### src/rtl/rbr_pkg.sv
package rbr_pkg;
  typedef enum logic [1:0] {ST_IDLE = 2'd0, ST_RECV = 2'd1, ST_HALT = 2'd2} rbr_state_e;

  localparam int STAT_BUF_FULL = 0;
  localparam int STAT_GOOD     = 1;
  localparam int STAT_OVERFLOW = 3;

  // status byte for a descriptor: good close or ring-full abort
  function automatic logic [7:0] status_byte(input logic good);
    logic [7:0] s;
    s = '0;
    if (good) begin
      s[STAT_GOOD] = 1'b1;
    end else begin
      s[STAT_OVERFLOW] = 1'b1;
      s[STAT_BUF_FULL] = 1'b1;
    end
    return s;
  endfunction
endpackage

### src/rtl/rbr_link.sv
module rbr_link #(
  parameter int PAGE_W = 8
) (
  input  logic [PAGE_W-1:0] cur_page,
  input  logic [PAGE_W-1:0] base_page,
  input  logic [PAGE_W-1:0] high_page,
  output logic [PAGE_W-1:0] nxt_page
);
  // next page in ring order, wrapping from the high page to the base page
  function automatic logic [PAGE_W-1:0] ring_step(input logic [PAGE_W-1:0] p,
                                                  input logic [PAGE_W-1:0] lo,
                                                  input logic [PAGE_W-1:0] hi);
    return (p == hi) ? lo : p + 1'b1;
  endfunction

  assign nxt_page = ring_step(cur_page, base_page, high_page);
endmodule

### src/rtl/rbr_miss_ctr.sv
module rbr_miss_ctr #(
  parameter int CNT_W = 16
) (
  input  logic             clk,
  input  logic             rst_n,
  input  logic             clr,
  input  logic             inc,
  output logic [CNT_W-1:0] cnt
);
  always_ff @(posedge clk) begin
    if (!rst_n || clr) begin
      cnt <= '0;
    end else if (inc && (cnt != {CNT_W{1'b1}})) begin
      cnt <= cnt + 1'b1;
    end
  end
endmodule

### src/rtl/rx_page_ring_wr.sv
module rx_page_ring_wr
  import rbr_pkg::*;
#(
  parameter int PAGE_W     = 8,
  parameter int OFF_W      = 8,
  parameter int BCNT_W     = 16,
  parameter int MISS_W     = 16,
  parameter int DESC_BYTES = 4
) (
  input  logic                          clk,
  input  logic                          rst_n,
  input  logic                          start_en,
  input  logic                          auto_recover,
  input  logic                          load_page,
  input  logic [PAGE_W-1:0]             load_value,
  input  logic [PAGE_W-1:0]             base_page,
  input  logic [PAGE_W-1:0]             high_page,
  input  logic [PAGE_W-1:0]             read_page,
  input  logic                          rx_valid,
  input  logic                          rx_sof,
  input  logic                          rx_eof,
  input  logic                          rx_drop,
  input  logic [7:0]                    rx_data,
  input  logic                          mpc_clear,
  input  logic                          bf_clear,
  input  logic                          bf_mask,
  output logic                          mem_we,
  output logic [PAGE_W+OFF_W-1:0]       mem_addr,
  output logic [7:0]                    mem_data,
  output logic                          desc_we,
  output logic [PAGE_W+OFF_W-1:0]       desc_addr,
  output logic [8+PAGE_W+BCNT_W-1:0]    desc_data,
  output logic [PAGE_W-1:0]             wr_page,
  output logic [MISS_W-1:0]             missed_cnt,
  output logic                          irq
);
  localparam int ADDR_W = PAGE_W + OFF_W;
  localparam int DESC_W = 8 + PAGE_W + BCNT_W;
  localparam logic [OFF_W-1:0] FIRST_OFF = OFF_W'(DESC_BYTES);

  rbr_state_e          state_q;
  logic [PAGE_W-1:0]   wr_page_q, start_q;
  logic [OFF_W-1:0]    off_q;
  logic [BCNT_W-1:0]   cnt_q;
  logic                bf_q;

  // named internal events
  logic ev_sof_take, in_recv_byte, need_link, ring_full;
  logic ev_link, ev_full, ev_reject, ev_write, ev_good_end, ev_missed;

  logic [PAGE_W-1:0]   nxt_cur, nxt_end, wr_pg, desc_pg;
  logic [OFF_W-1:0]    wr_off;
  logic [BCNT_W-1:0]   cnt_new;

  rbr_link #(.PAGE_W(PAGE_W)) u_link_cur (
    .cur_page(wr_page_q), .base_page(base_page), .high_page(high_page), .nxt_page(nxt_cur)
  );

  rbr_link #(.PAGE_W(PAGE_W)) u_link_end (
    .cur_page(wr_pg), .base_page(base_page), .high_page(high_page), .nxt_page(nxt_end)
  );

  rbr_miss_ctr #(.CNT_W(MISS_W)) u_miss (
    .clk(clk), .rst_n(rst_n), .clr(mpc_clear), .inc(ev_missed), .cnt(missed_cnt)
  );

  assign ev_sof_take  = (state_q == ST_IDLE) && start_en && rx_valid && rx_sof;
  assign in_recv_byte = (state_q == ST_RECV) && rx_valid && !rx_drop;
  assign ev_reject    = (state_q == ST_RECV) && rx_drop;
  assign need_link    = in_recv_byte && (off_q == '0);
  assign ring_full    = (nxt_cur == read_page);
  assign ev_full      = need_link && ring_full;
  assign ev_link      = need_link && !ring_full;
  assign ev_write     = ev_sof_take || (in_recv_byte && !ev_full);
  assign ev_good_end  = (ev_sof_take && rx_eof) || (in_recv_byte && rx_eof && !ev_full);
  assign ev_missed    = (state_q == ST_HALT) && rx_valid && rx_sof;

  always_comb begin
    if (ev_sof_take) begin
      wr_pg  = wr_page_q;
      wr_off = FIRST_OFF;
    end else if (ev_link) begin
      wr_pg  = nxt_cur;
      wr_off = '0;
    end else begin
      wr_pg  = wr_page_q;
      wr_off = off_q;
    end
  end

  assign cnt_new = ev_sof_take ? BCNT_W'(1) : cnt_q + 1'b1;
  assign desc_pg = ev_sof_take ? wr_page_q : start_q;

  always_ff @(posedge clk) begin
    if (!rst_n) begin
      state_q   <= ST_IDLE;
      wr_page_q <= '0;
      start_q   <= '0;
      off_q     <= '0;
      cnt_q     <= '0;
      bf_q      <= 1'b0;
      mem_we    <= 1'b0;
      mem_addr  <= '0;
      mem_data  <= '0;
      desc_we   <= 1'b0;
      desc_addr <= '0;
      desc_data <= '0;
    end else begin
      mem_we <= ev_write;
      if (ev_write) begin
        mem_addr <= ADDR_W'({wr_pg, wr_off});
        mem_data <= rx_data;
        off_q    <= wr_off + 1'b1;
        cnt_q    <= cnt_new;
      end
      desc_we <= ev_good_end || ev_full;
      if (ev_good_end || ev_full) begin
        desc_addr <= {desc_pg, {OFF_W{1'b0}}};
        desc_data <= ev_full ? DESC_W'({cnt_q, start_q, status_byte(1'b0)})
                             : DESC_W'({cnt_new, nxt_end, status_byte(1'b1)});
      end
      if (ev_sof_take) start_q <= wr_page_q;

      if (load_page && !start_en && (state_q != ST_RECV)) wr_page_q <= load_value;
      else if (ev_good_end)                               wr_page_q <= nxt_end;
      else if (ev_full || ev_reject)                      wr_page_q <= start_q;
      else if (ev_link)                                   wr_page_q <= nxt_cur;

      case (state_q)
        ST_IDLE: if (ev_sof_take && !rx_eof) state_q <= ST_RECV;
        ST_RECV: begin
          if (ev_reject || ev_good_end) state_q <= ST_IDLE;
          else if (ev_full)             state_q <= auto_recover ? ST_IDLE : ST_HALT;
        end
        ST_HALT: if (!start_en) state_q <= ST_IDLE;
        default: state_q <= ST_IDLE;
      endcase

      if (ev_full)       bf_q <= 1'b1;
      else if (bf_clear) bf_q <= 1'b0;
    end
  end

  assign wr_page = wr_page_q;
  assign irq     = bf_q && bf_mask;
endmodule

### config.mk
export PLATFORM = sky130hd
export DESIGN_NAME = rx_page_ring_wr
export DESIGN_NICKNAME = d
export VERILOG_FILES = /design/src/rtl/rbr_pkg.sv /design/src/rtl/rbr_link.sv /design/src/rtl/rbr_miss_ctr.sv /design/src/rtl/rx_page_ring_wr.sv
export SDC_FILE = /design/constraint.sdc
export NUM_CORES = 1
export LEC_CHECK = 0
export CAP_MARGIN = 20
export CORE_MARGIN = 5
export CORE_UTILIZATION = 65
export CTS_BUF_LIST = sky130_fd_sc_hd__clkbuf_4 sky130_fd_sc_hd__clkbuf_8
export DETAILED_ROUTE_END_ITERATION = 6
export DONT_BUFFER_PORTS = 1
export GPL_ROUTABILITY_DRIVEN = 0
export HOLD_SLACK_MARGIN = 0.12
export PLACE_DENSITY = 0.81
export SYNTH_ARGS = -nofsm -noshare
export SYNTH_HDL_FRONTEND = slang
export SYNTH_SLANG_ARGS = --single-unit
export TNS_END_PERCENT = 5
### constraint.sdc
create_clock -name clk -period 8.6 [get_ports clk]
set_input_delay 0 -clock clk [delete_from_list [all_inputs] [get_ports clk]]
set_output_delay 0 -clock clk [all_outputs]
set_load 0.005 [all_outputs]
---- Word-level counts from Yosys, hierarchy flattened ----
Index checks and enable logic that the tools add are counted.
word-level totals
  bits in registers ....................... 125
  latch bits .............................. 0
  memory bits (writable) .................. 0
  memory bits (read-only) ................. 0
  output and inout bits ................... 99
  memories ................................ 0
operators by class
  $add $sub $neg .......................... 5
  $mul .................................... 0
  div/mod/pow operators ................... 0
  order comparisons ....................... 0
  equal/unequal tests ..................... 10
  shifts and indexed selects .............. 0
  muxes and demuxes ....................... 20
  bitwise gates (word level) .............. 0
  reductions and logical operators ........ 36
operators with widths
  cell                                                  count
  2-to-1 mux 8 bit                                      10
  adder 16 x 1 -> 16 bit (second input constant)        2
  2-to-1 mux 32 bit                                     1
  adder 8 x 1 -> 8 bit (second input constant)          3
  equality test 8 bit                                   3
  logical AND 1 bit                                     20
  2-to-1 mux 16 bit                                     1
  != test 16 bit (second input constant)                1
  2-to-1 mux 2 bit                                      5
  logical NOT 8 bit                                     1
  logical NOT 1 bit                                     6
  logical OR 1 bit                                      6
  one-hot mux 2 bit (3 select lines)                    1
  != test 2 x 1 -> 1 bit (second input constant)        2
  != test 3 x 2 -> 1 bit (second input constant)        1
  AND reduction 3 bit                                   1
  equality test 2 x 1 -> 1 bit (second input constant)  1
  equality test 2 bit (second input constant)           1
  logical NOT 2 bit                                     1
  2-to-1 mux 1 bit                                      2
  != test 2 bit (second input constant)                 1
  nonzero test 2 bit                                    1

---- Depth between registers and ports, before layout ----
Gate-level depths: netlist of the first run.
  depth after elaboration ................. 11
  gate-level depth with buffers ........... 18
  depth with buffers taken out ............ 16

---- Hierarchy ----
A second synthesis of the first run with hierarchy kept.
unflattened totals
  cells, all modules ...................... 716
  area total of the unflattened synthesis .. 6,349.8 sq um
modules (own cells, without submodules)
  module           instances  cells each  area an instance (sq um)  sequential area each (sq um)
  rx_page_ring_wr  1          552         4,842.1                   2,062.0
  rbr_miss_ctr     1          94          862.1                     320.3
  rbr_link         2          35          322.8                     0.0

---- Least setup slack after synthesis of the first run ----
Ideal clock, no wire load.
  kind .................................... register to register
  start point ............................. reg wr_page_q[0], in the netlist wr_page[0]
  end point ............................... reg wr_page_q[4], in the netlist wr_page[4]
  setup time .............................. 0.074 ns
  data arrival time ....................... 3.587 ns
  data required time ...................... 8.526 ns
  path slack .............................. 4.938 ns
  stages on the path, launching flop included .. 19
  clock period less this slack ............ 3.662 ns
  path through ............................ dfxtp_1 buf_6 xor2_2 or4_1 buf_4 o21ai_2 a21oi_1 nor4b_2 nand4_1 and2_1 buf_6 mux2_1 ha_1 nand3_1 mux2i_1 xor2_1 nand2_1 mux2_1 a31oi_1
between the ends
  cells in the longest elaborated chain, start to end .. 11
  elaborated cells on any way between the ends .. 19
  classes of those cells .................. add/sub: 2; eq/ne: 3; mux: 7; reduce/logical: 7
RTL lines
  what                                                                RTL line                source
  from (decl)                                                         rx_page_ring_wr.sv:42   logic [PAGE_W-1:0] wr_page_q, start_q;
  from (signal assigned)                                              rx_page_ring_wr.sv:124  if (load_page && !start_en && (state_q != ST_RECV)) wr_page_q <= load_value;
  from (signal assigned)                                              rx_page_ring_wr.sv:125  else if (ev_good_end) wr_page_q <= nxt_end;
  from (signal assigned)                                              rx_page_ring_wr.sv:126  else if (ev_full || ev_reject) wr_page_q <= start_q;
  adder 8 x 1 -> 8 bit / equality test 8 bit (equally long branches)  rbr_link.sv:13          return (p == hi) ? lo : p + 1'b1;
  2-to-1 mux 8 bit *                                                  rbr_link.sv:13
  equality test 8 bit                                                 rx_page_ring_wr.sv:71   assign ring_full = (nxt_cur == read_page);
  logical NOT 1 bit                                                   rx_page_ring_wr.sv:73   assign ev_link = need_link && !ring_full;
  logical AND 1 bit                                                   rx_page_ring_wr.sv:73
  2-to-1 mux 8 bit *                                                  rx_page_ring_wr.sv:127  else if (ev_link) wr_page_q <= nxt_cur;
  2-to-1 mux 8 bit *                                                  rx_page_ring_wr.sv:79   if (ev_sof_take) begin
  named net u_link_end.cur_page[1]                                    rbr_link.sv:4           input logic [PAGE_W-1:0] cur_page,
  adder 8 x 1 -> 8 bit / equality test 8 bit (equally long branches)  rbr_link.sv:13
  2-to-1 mux 8 bit *                                                  rbr_link.sv:13
  2-to-1 mux 8 bit *                                                  rx_page_ring_wr.sv:125
  2-to-1 mux 8 bit *                                                  rx_page_ring_wr.sv:124
The timed path passes the listed nets; every way through them passes the cells marked *.
A chain may end at the register's enable or synchronous reset.

---- Worst setup path in the final report of the first run ----
  start point ............................. reg wr_page_q[0], in the netlist wr_page[0]
  end point ............................... reg wr_page_q[6], in the netlist wr_page[6]
The elaborated chain is that of the path after synthesis.

==> reports/qor.yml, run 1 <==
pwr:
  peakVddDrop_v: 0.0001146
  power_mw: 1.263
  leakage_nw: 2.568
  powerDensity_mw_per_mm2: 182.9
detailed_routing:
  drtAntennaViolNets: 0
  drt_iter0_markers: 557
  vias: 5729
  wl_per_cell_um: 19.86
  vias_per_cell: 6.408
  drt_wl_total_mm: 17.76
  drt_pass1_iterations: 5
  drc: 0
floorplan:
  row_count: 35
  io_pins: 151
  die_w_um: 107.0
  initial_core_util_pct: 66.49
  dieArea_mm2: 0.01145
  core_area_mm2: 0.009196
  die_h_um: 107.0
timing:
  setup_tns_ns: 0
  clock.fmax_ghz: 0.1749
  slew_viol_final: 0
  hold_violations: 0
  setup-violations-final: 0
  fin_crit_ns: 5.718
  fin_crit_sh_pct: 66.49
  worstMarginPinSlew_ns: 1.082
  slew_headroom_pct: 27.74
  whs_ns: 0.1146
  finalClockSkew_ns: 0.01278
  rsz0062_at_grt: "no"
global_route:
  grt_pass1_vias: 5424
  grt_usage_pct: 30.49
  grt_pass1_wl_mm: 27.84
  grt-ovfl-total: 0
  antenna_found_initial: 0
  grt_max_degree: 76
cells_and_area:
  final_common_cell: "dfxtp_1"
  fillCellCount: 681
  antennaDiodeCount: 0
  fin_area_mm2: 0.006904
  area_delta_synth_final_pct: 12.91
  final_cell_mix: "119 x dfxtp_1, 111 x nor2_1, 79 x nand2_1"
  drive_above_1_share_pct: 8.046
  layout.nets: 827
worst_setup_path:
  endpoint_kind: "flop"
  path_max_fanout: 15
  cp.arrival_ns: 6.10
  ff2ff_path_depth: 16
  r2r_slack_ns: 2.88
  r2r-start: "wr_page[0]$_SDFF_PN0_"
  critPathKind: "reg2reg"
  crit_start: "wr_page[0]$_SDFF_PN0_"
  cp-start-kind: "flop"
  reg2reg_to: "wr_page[6]$_SDFF_PN0_"
  crit_end: "wr_page[6]$_SDFF_PN0_"
  crit_required_ns: 8.98
placed_design:
  post_dp_cell_area_mm2: 0.006058
  io_buffers: 0
  hpwl_mm: 11.73
logic_synthesis:
  ys_types: 56
  avgSynthCellArea_um2: 8.175
  yosysWarnings: 0
  synth_area_mm2: 0.006115
  synth_largest_area_cell: "dfxtp_1"
  synth_ff_type: "dfxtp_1"
  yosys_register_bits: 119
  synth_edf_count: 0
  ys_seq_area_share_pct: 38.96
  synthCells: 748
  yosysTopAreaCellShare_pct: 38.96
  synthArstFlopShare_pct: 0
  synth.area.top_cells: "dfxtp_1 39%, nor2_1 6.8%, xor2_1 4.9%"
clock_network:
  cts_tree: "yes"
  cts_resized: 0
  post-cts-setup-buffer-count: 0
  clockBufferDepth: 2
  cts-htree-levels: 4
  clock_latency_ns: 0.45
  clkTransAtPathRegs_ns: 0.09
  cts_buffers: 17
  clock_sinks: 119
  cts_root_buf: "clkbuf_8"
min_path:
  hold_class: "in2reg"
run:
  max-cap-violations: 0
run_status:
  status: "finished, final reports clean"
-- kinds of logic (layout without fill, tap and decap cells) --
logic type / Yosys count / after routing / synth area share, %
other: 1 / 13 / 0.06133
XOR/XNOR: 59 / 59 / 8.574
AO/OA/AOI/OAI: 148 / 148 / 15.26
flip-flops: 119 / 119 / 38.96
AND/OR/NAND/NOR: 310 / 310 / 24.27
adder cells (fa/ha/maj): 5 / 5 / 1.023
buffers and inverters: 69 / 92 / 5.525
multiplexers: 37 / 37 / 6.323
-- sequential cells by signal (all words and copies together), names as in the netlist --
signal / flops
bf_q: 1
cnt_q: 16
desc_addr: 8
desc_data: 26
desc_we: 1
mem_addr: 16
mem_data: 8
mem_we: 1
off_q: 8
start_q: 8
state_q: 2
u_miss.cnt: 16
wr_page: 8
-- layout make-up --
| class | instances | area, µm² | share of cell area [%] |
|---|---|---|---|
| clock buffers | 17 | 234.0 | 3.389 |
| clock inverters | 15 | 193.9 | 2.809 |
| inverters | 10 | 37.54 | 0.5437 |
| multi-input cells | 572 | 3440 | 49.82 |
| flip-flops and latches | 119 | 2382 | 34.51 |
| well taps | 111 | 138.9 | 2.012 |
| repair buffers | 50 | 478.0 | 6.923 |
-- worst max-delay path: stages (launching register included) --
cell and delay (ns):
dfxtp_1 0.63, xor2_2 0.16, or4_1 0.74, o21ai_2 0.25
a21oi_1 0.11, nor4b_2 0.29, nand4_1 0.53, and2_1 0.59
mux2_1 0.41, ha_1 0.23, nand3_1 0.09, mux2i_1 0.23
o21ai_0 0.17, xnor2_1 0.17, mux2i_1 0.12, a221oi_1 0.35
dlygate4sd3_1 0.60
-- worst min path at each step --
stage / start / to / depth (start not counted)
detailed placement: bf_mask / irq / 1
global route: bf_mask / irq / 1
CTS: bf_mask / irq / 1
global placement: bf_mask / irq / 1
finish: mpc_clear / u_miss.cnt[5]$_SDFFE_PP0P_ / 2
floorplan: bf_mask / irq / 1
-- timing repair --
item,in CTS,in global routing
endpoints found under the hold margin,53,0
endpoints found under the setup margin,0,0
hold buffers,41,0
-- Yosys cell counts (15+ instances only) --
cell and n:
a21oi_1 43, a22oi_1 17, nand3_1 26, xor2_1 34, dfxtp_1 119, nor2_1 111, xnor2_1 24, clkbuf_1 35
nand2_1 79, buf_4 15, mux2i_1 27, o21ai_0 27, nor3_1 23
-- metal layers --
metal | share of wire [%] | global-route usage [%]
met5 | 0 | 0
met4 | 2.5 | 10.96
met3 | 12 | 10.30
met2 | 46 | 49.15
met1 | 39 | 38.02
-- power by group --
part	internal (mW)	switching [mW]	leakage (nW)
Clock	0.295	0.259	0.217
Sequential	0.563	0.0191	0.963
Combinational	0.0513	0.0752	1.39
-- metrics by stage --
| stage | instances | utilization [%] | setup WS, ns |
|---|---|---|---|
| 2_1_floorplan | 760 | - | 4.938 |
| 3_3_place_gp | 820 | 65.88 | 3.774 |
| 3_5_place_dp | 820 | 65.88 | 3.600 |
| 4_1_cts | 893 | 74.99 | 3.089 |
| 5_1_grt | 894 | 75.07 | 2.526 |
| 6_report | 894 | 75.07 | 2.882 |
(Power assumes the default switching activity.)
==> inputs of run 2 (changes only) <==
- ABC_AREA: not set -> 1
- CORE_UTILIZATION: 65 -> 60
- PLACE_DENSITY: 0.81 -> 0.79
- clock period: 8.6 -> 5.2 ns (I/O delays scaled with it)
==> reports/qor.yml, run 2 <==
min_path:
  hold_class: "in2reg"
  hold_start: "high_page[2]"
clock_network:
  cts_tree: "yes"
  cts-htree-levels: 4  # unchanged
  clock_latency_ns: 0.44  # about the same
  cts_buffers: 17  # unchanged
  clockBufferDepth: 2  # unchanged
  cts_root_buf: "clkbuf_8"
  cts_resized: 0  # unchanged
  clkTransAtPathRegs_ns: 0.09  # about the same
  clock_sinks: 119  # unchanged
logic_synthesis:
  synth_edf_count: 0  # unchanged
  synth_area_mm2: 0.006539  # +6.9%
  synth_largest_area_cell: "dfxtp_1"
  avgSynthCellArea_um2: 6.818  # -17%
  synth_most_common_cell: "nand2_1"
  synthCells: 959  # +28%
  synth.area.top_cells: "dfxtp_1 36%, nand2_1 13%, inv_1 5.8%"
  synth_ff_type: "dfxtp_1"
  ys_seq_area_share_pct: 36.43  # -2.5 points
  yosysTopAreaCellShare_pct: 36.43  # -2.5 points
  ys_top_cells_by_count: "235 x nand2_1, 119 x dfxtp_1, 101 x inv_1"
  synthArstFlopShare_pct: 0  # unchanged
  yosys_register_bits: 119  # unchanged
  yosysWarnings: 0  # unchanged
  ys_types: 44  # -21%
floorplan:
  core_area_mm2: 0.01075  # +17%
  die_h_um: 114.4  # +6.9%
  io_pins: 151  # unchanged
  initial_core_util_pct: 60.85  # -5.6 points
  dieArea_mm2: 0.01309  # +14%
  row_count: 38  # +8.6%
  die_w_um: 114.4  # +6.9%
timing:
  slew_headroom_pct: 37.16  # +9.4 points
  whs_ns: 0.1676  # +0.05300 ns
  worstMarginPinSlew_ns: 0.9375  # -0.1440 ns
  hold_violations: 0  # unchanged
  setup_slack_ns: 1.169  # -1.713 ns
  fin_crit_ns: 4.031  # -1.687 ns
  slew_viol_final: 0  # unchanged
  fin_crit_sh_pct: 77.52  # +11 points
  rsz0062_at_grt: "no"
  setup_tns_ns: 0  # unchanged
  setup-violations-final: 0  # unchanged
  clock.fmax_ghz: 0.2481  # +42%
  finalClockSkew_ns: 0.01693  # +0.004142 ns
placed_design:
  place_ws_ns: 1.357  # -2.243 ns
  hpwl_mm: 12.98  # +11%
  post_dp_cell_area_mm2: 0.006514  # +7.5%
  io_buffers: 0  # unchanged
  place_inst: 1068  # +30%
global_route:
  grt_pass1_wl_mm: 30.74  # +10%
  grt-ovfl-total: 0  # unchanged
  grt_usage_pct: 29.47  # -1.0 points
  grt_max_degree: 42  # -45%
  grt_pass1_vias: 6117  # +13%
  antenna_found_initial: 1  # +1
worst_setup_path:
  cp.arrival_ns: 4.42  # -1.68 ns
  critPathTopFamily: "simple AND/OR/NAND/NOR gates"
  path_max_fanout: 32  # +17
  crit_start: "wr_page[6]$_SDFF_PN0_"
  cpMostUsedCell: "nand2_1"
  crit_buf_inv: 2  # +1
  critPathKind: "reg2reg"
  cp-start-kind: "flop"
  endpoint_kind: "flop"
  crit_required_ns: 5.59  # -3.39 ns
  crit_chain: "xnor2_1, nand2_1, nor2_2, nand2_4, nand2_1, nand2_1, nand2_1, nand2_1, nand2_1, nor2_4, nand3_2, nand2_4, nand2_4, nand2_4, inv_2, nand3_1, a21oi_1, dlygate4sd3_1"
  r2r-start: "wr_page[6]$_SDFF_PN0_"
  slowest_stage: "dfxtp_1"
  cpPeakStageDelay_ns: 0.59  # -0.15 ns
cells_and_area:
  largest-register: "desc_data"
  antennaDiodeCount: 0  # unchanged
  fin_area_mm2: 0.007490  # +8.5%
  final_common_cell: "nand2_1"
  area_delta_synth_final_pct: 14.54
  largest_register_ffs: 26  # unchanged
  post-route-util_pct: 69.70  # -5.4 points
  final_cell_mix: "235 x nand2_1, 119 x dfxtp_1, 101 x inv_1"
  layout.cells.non_filler: 1152  # +29%
  layout.nets: 1056  # +28%
  drive_above_1_share_pct: 9.881  # +1.8 points
detailed_routing:
  drc: 0  # unchanged
  drt_iter0_markers: 784  # +41%
  vias_per_cell: 5.770  # -10%
  drt_wl_total_mm: 19.33  # +8.8%
  drtAntennaViolNets: 0  # unchanged
  drt_pass1_iterations: 5  # unchanged
  wl_per_cell_um: 16.78  # -16%
  vias: 6647  # +16%
pwr:
  powerDensity_mw_per_mm2: 286.1  # +56%
  leakage_nw: 3.066  # +19%
  peakVddDrop_v: 0.0002848  # +150%
  power_mw: 2.142  # +70%
run:
  max-cap-violations: 0  # unchanged
run_status:
  status: "finished, final reports clean"
==> run 2: cell count changes in the layout (fill, tap and decap cells not counted), moves of 13 or more <==
| cell | change |
|---|---|
| a21oi_1 | +25 |
| a22oi_1 | -15 |
| and3_1 | -13 |
| inv_1 | +92 |
| mux2i_1 | -27 |
| nand2_1 | +156 |
| nand2_2 | +14 |
| nand2_4 | +14 |
| nand3_1 | +49 |
| nor2_1 | -33 |
| o21ai_0 | +46 |
| xnor2_1 | -20 |
| xor2_1 | -25 |
==> run 2: final timing paths <==
check / end / slack [ns] / depth (start not counted)
worst max-delay path: wr_page[1]$_SDFF_PN0_ / 1.17 / 18
worst min-delay path: desc_data[15]$_SDFFE_PN0P_ / 0.17 / 8
worst max register to register: wr_page[1]$_SDFF_PN0_ / 1.17 / 18
worst min register to register: desc_data[30]$_SDFFE_PN0P_ / 0.49 / 2
==> run 2: routing by layer <==
metal | vias to the layer above | wire length (µm) | GRT usage [%]
met2 | 403 | 8470 | 45.29
met3 | 58 | 2288 | 9.672
met4 | 2 | 557 | 11.56
met1 | 2994 | 7997 | 38.35
li1 | 3190 | - | -
met5 | - | 13 | 0
==> run 2: final cells by class <==
cell class                      count  area [µm²]
Sequential cell                   119        2382
Fill cell                         896        3256
Clock buffer                       19       249.0
Multi-Input combinational cell    695        3516
Inverter                          111       417.9
Clock inverter                     13       196.4
Timing Repair Buffer               55       553.0
Tap cell                          140       175.2
==> run 2: logic make-up (layout without fill, tap and decap cells) <==
group,Yosys count,count (layout),share of synthesized area (%)
compound gates,187,187,16.04
xor+xnor,13,13,1.741
fa+ha+maj,5,5,0.9568
buf+inv,157,198,10.56
flops,119,119,36.43
other cells,1,13,0.05735
simple gates,477,477,34.21
==> run 2: worst min-delay path, cell delays in order <==
cell and delay, ns:
nand2_1 0.06, nand2_2 0.06, nand2_4 0.09, nor2_4 0.05, nand3_1 0.10, nand2_1 0.08
nand2_1 0.06, a21oi_1 0.05
==> run 2: repair_timing <==
action	in CTS	in global routing
hold buffers	52	0
endpoints found under the hold margin	89	0
buffers inserted	0	0
==> run 2: power by group <==
| part | switching, mW | internal, mW | total, mW |
|---|---|---|---|
| Clock | 0.407 | 0.539 | 0.946 |
| Sequential | 0.0260 | 0.932 | 0.957 |
| Combinational | 0.152 | 0.0862 | 0.238 |
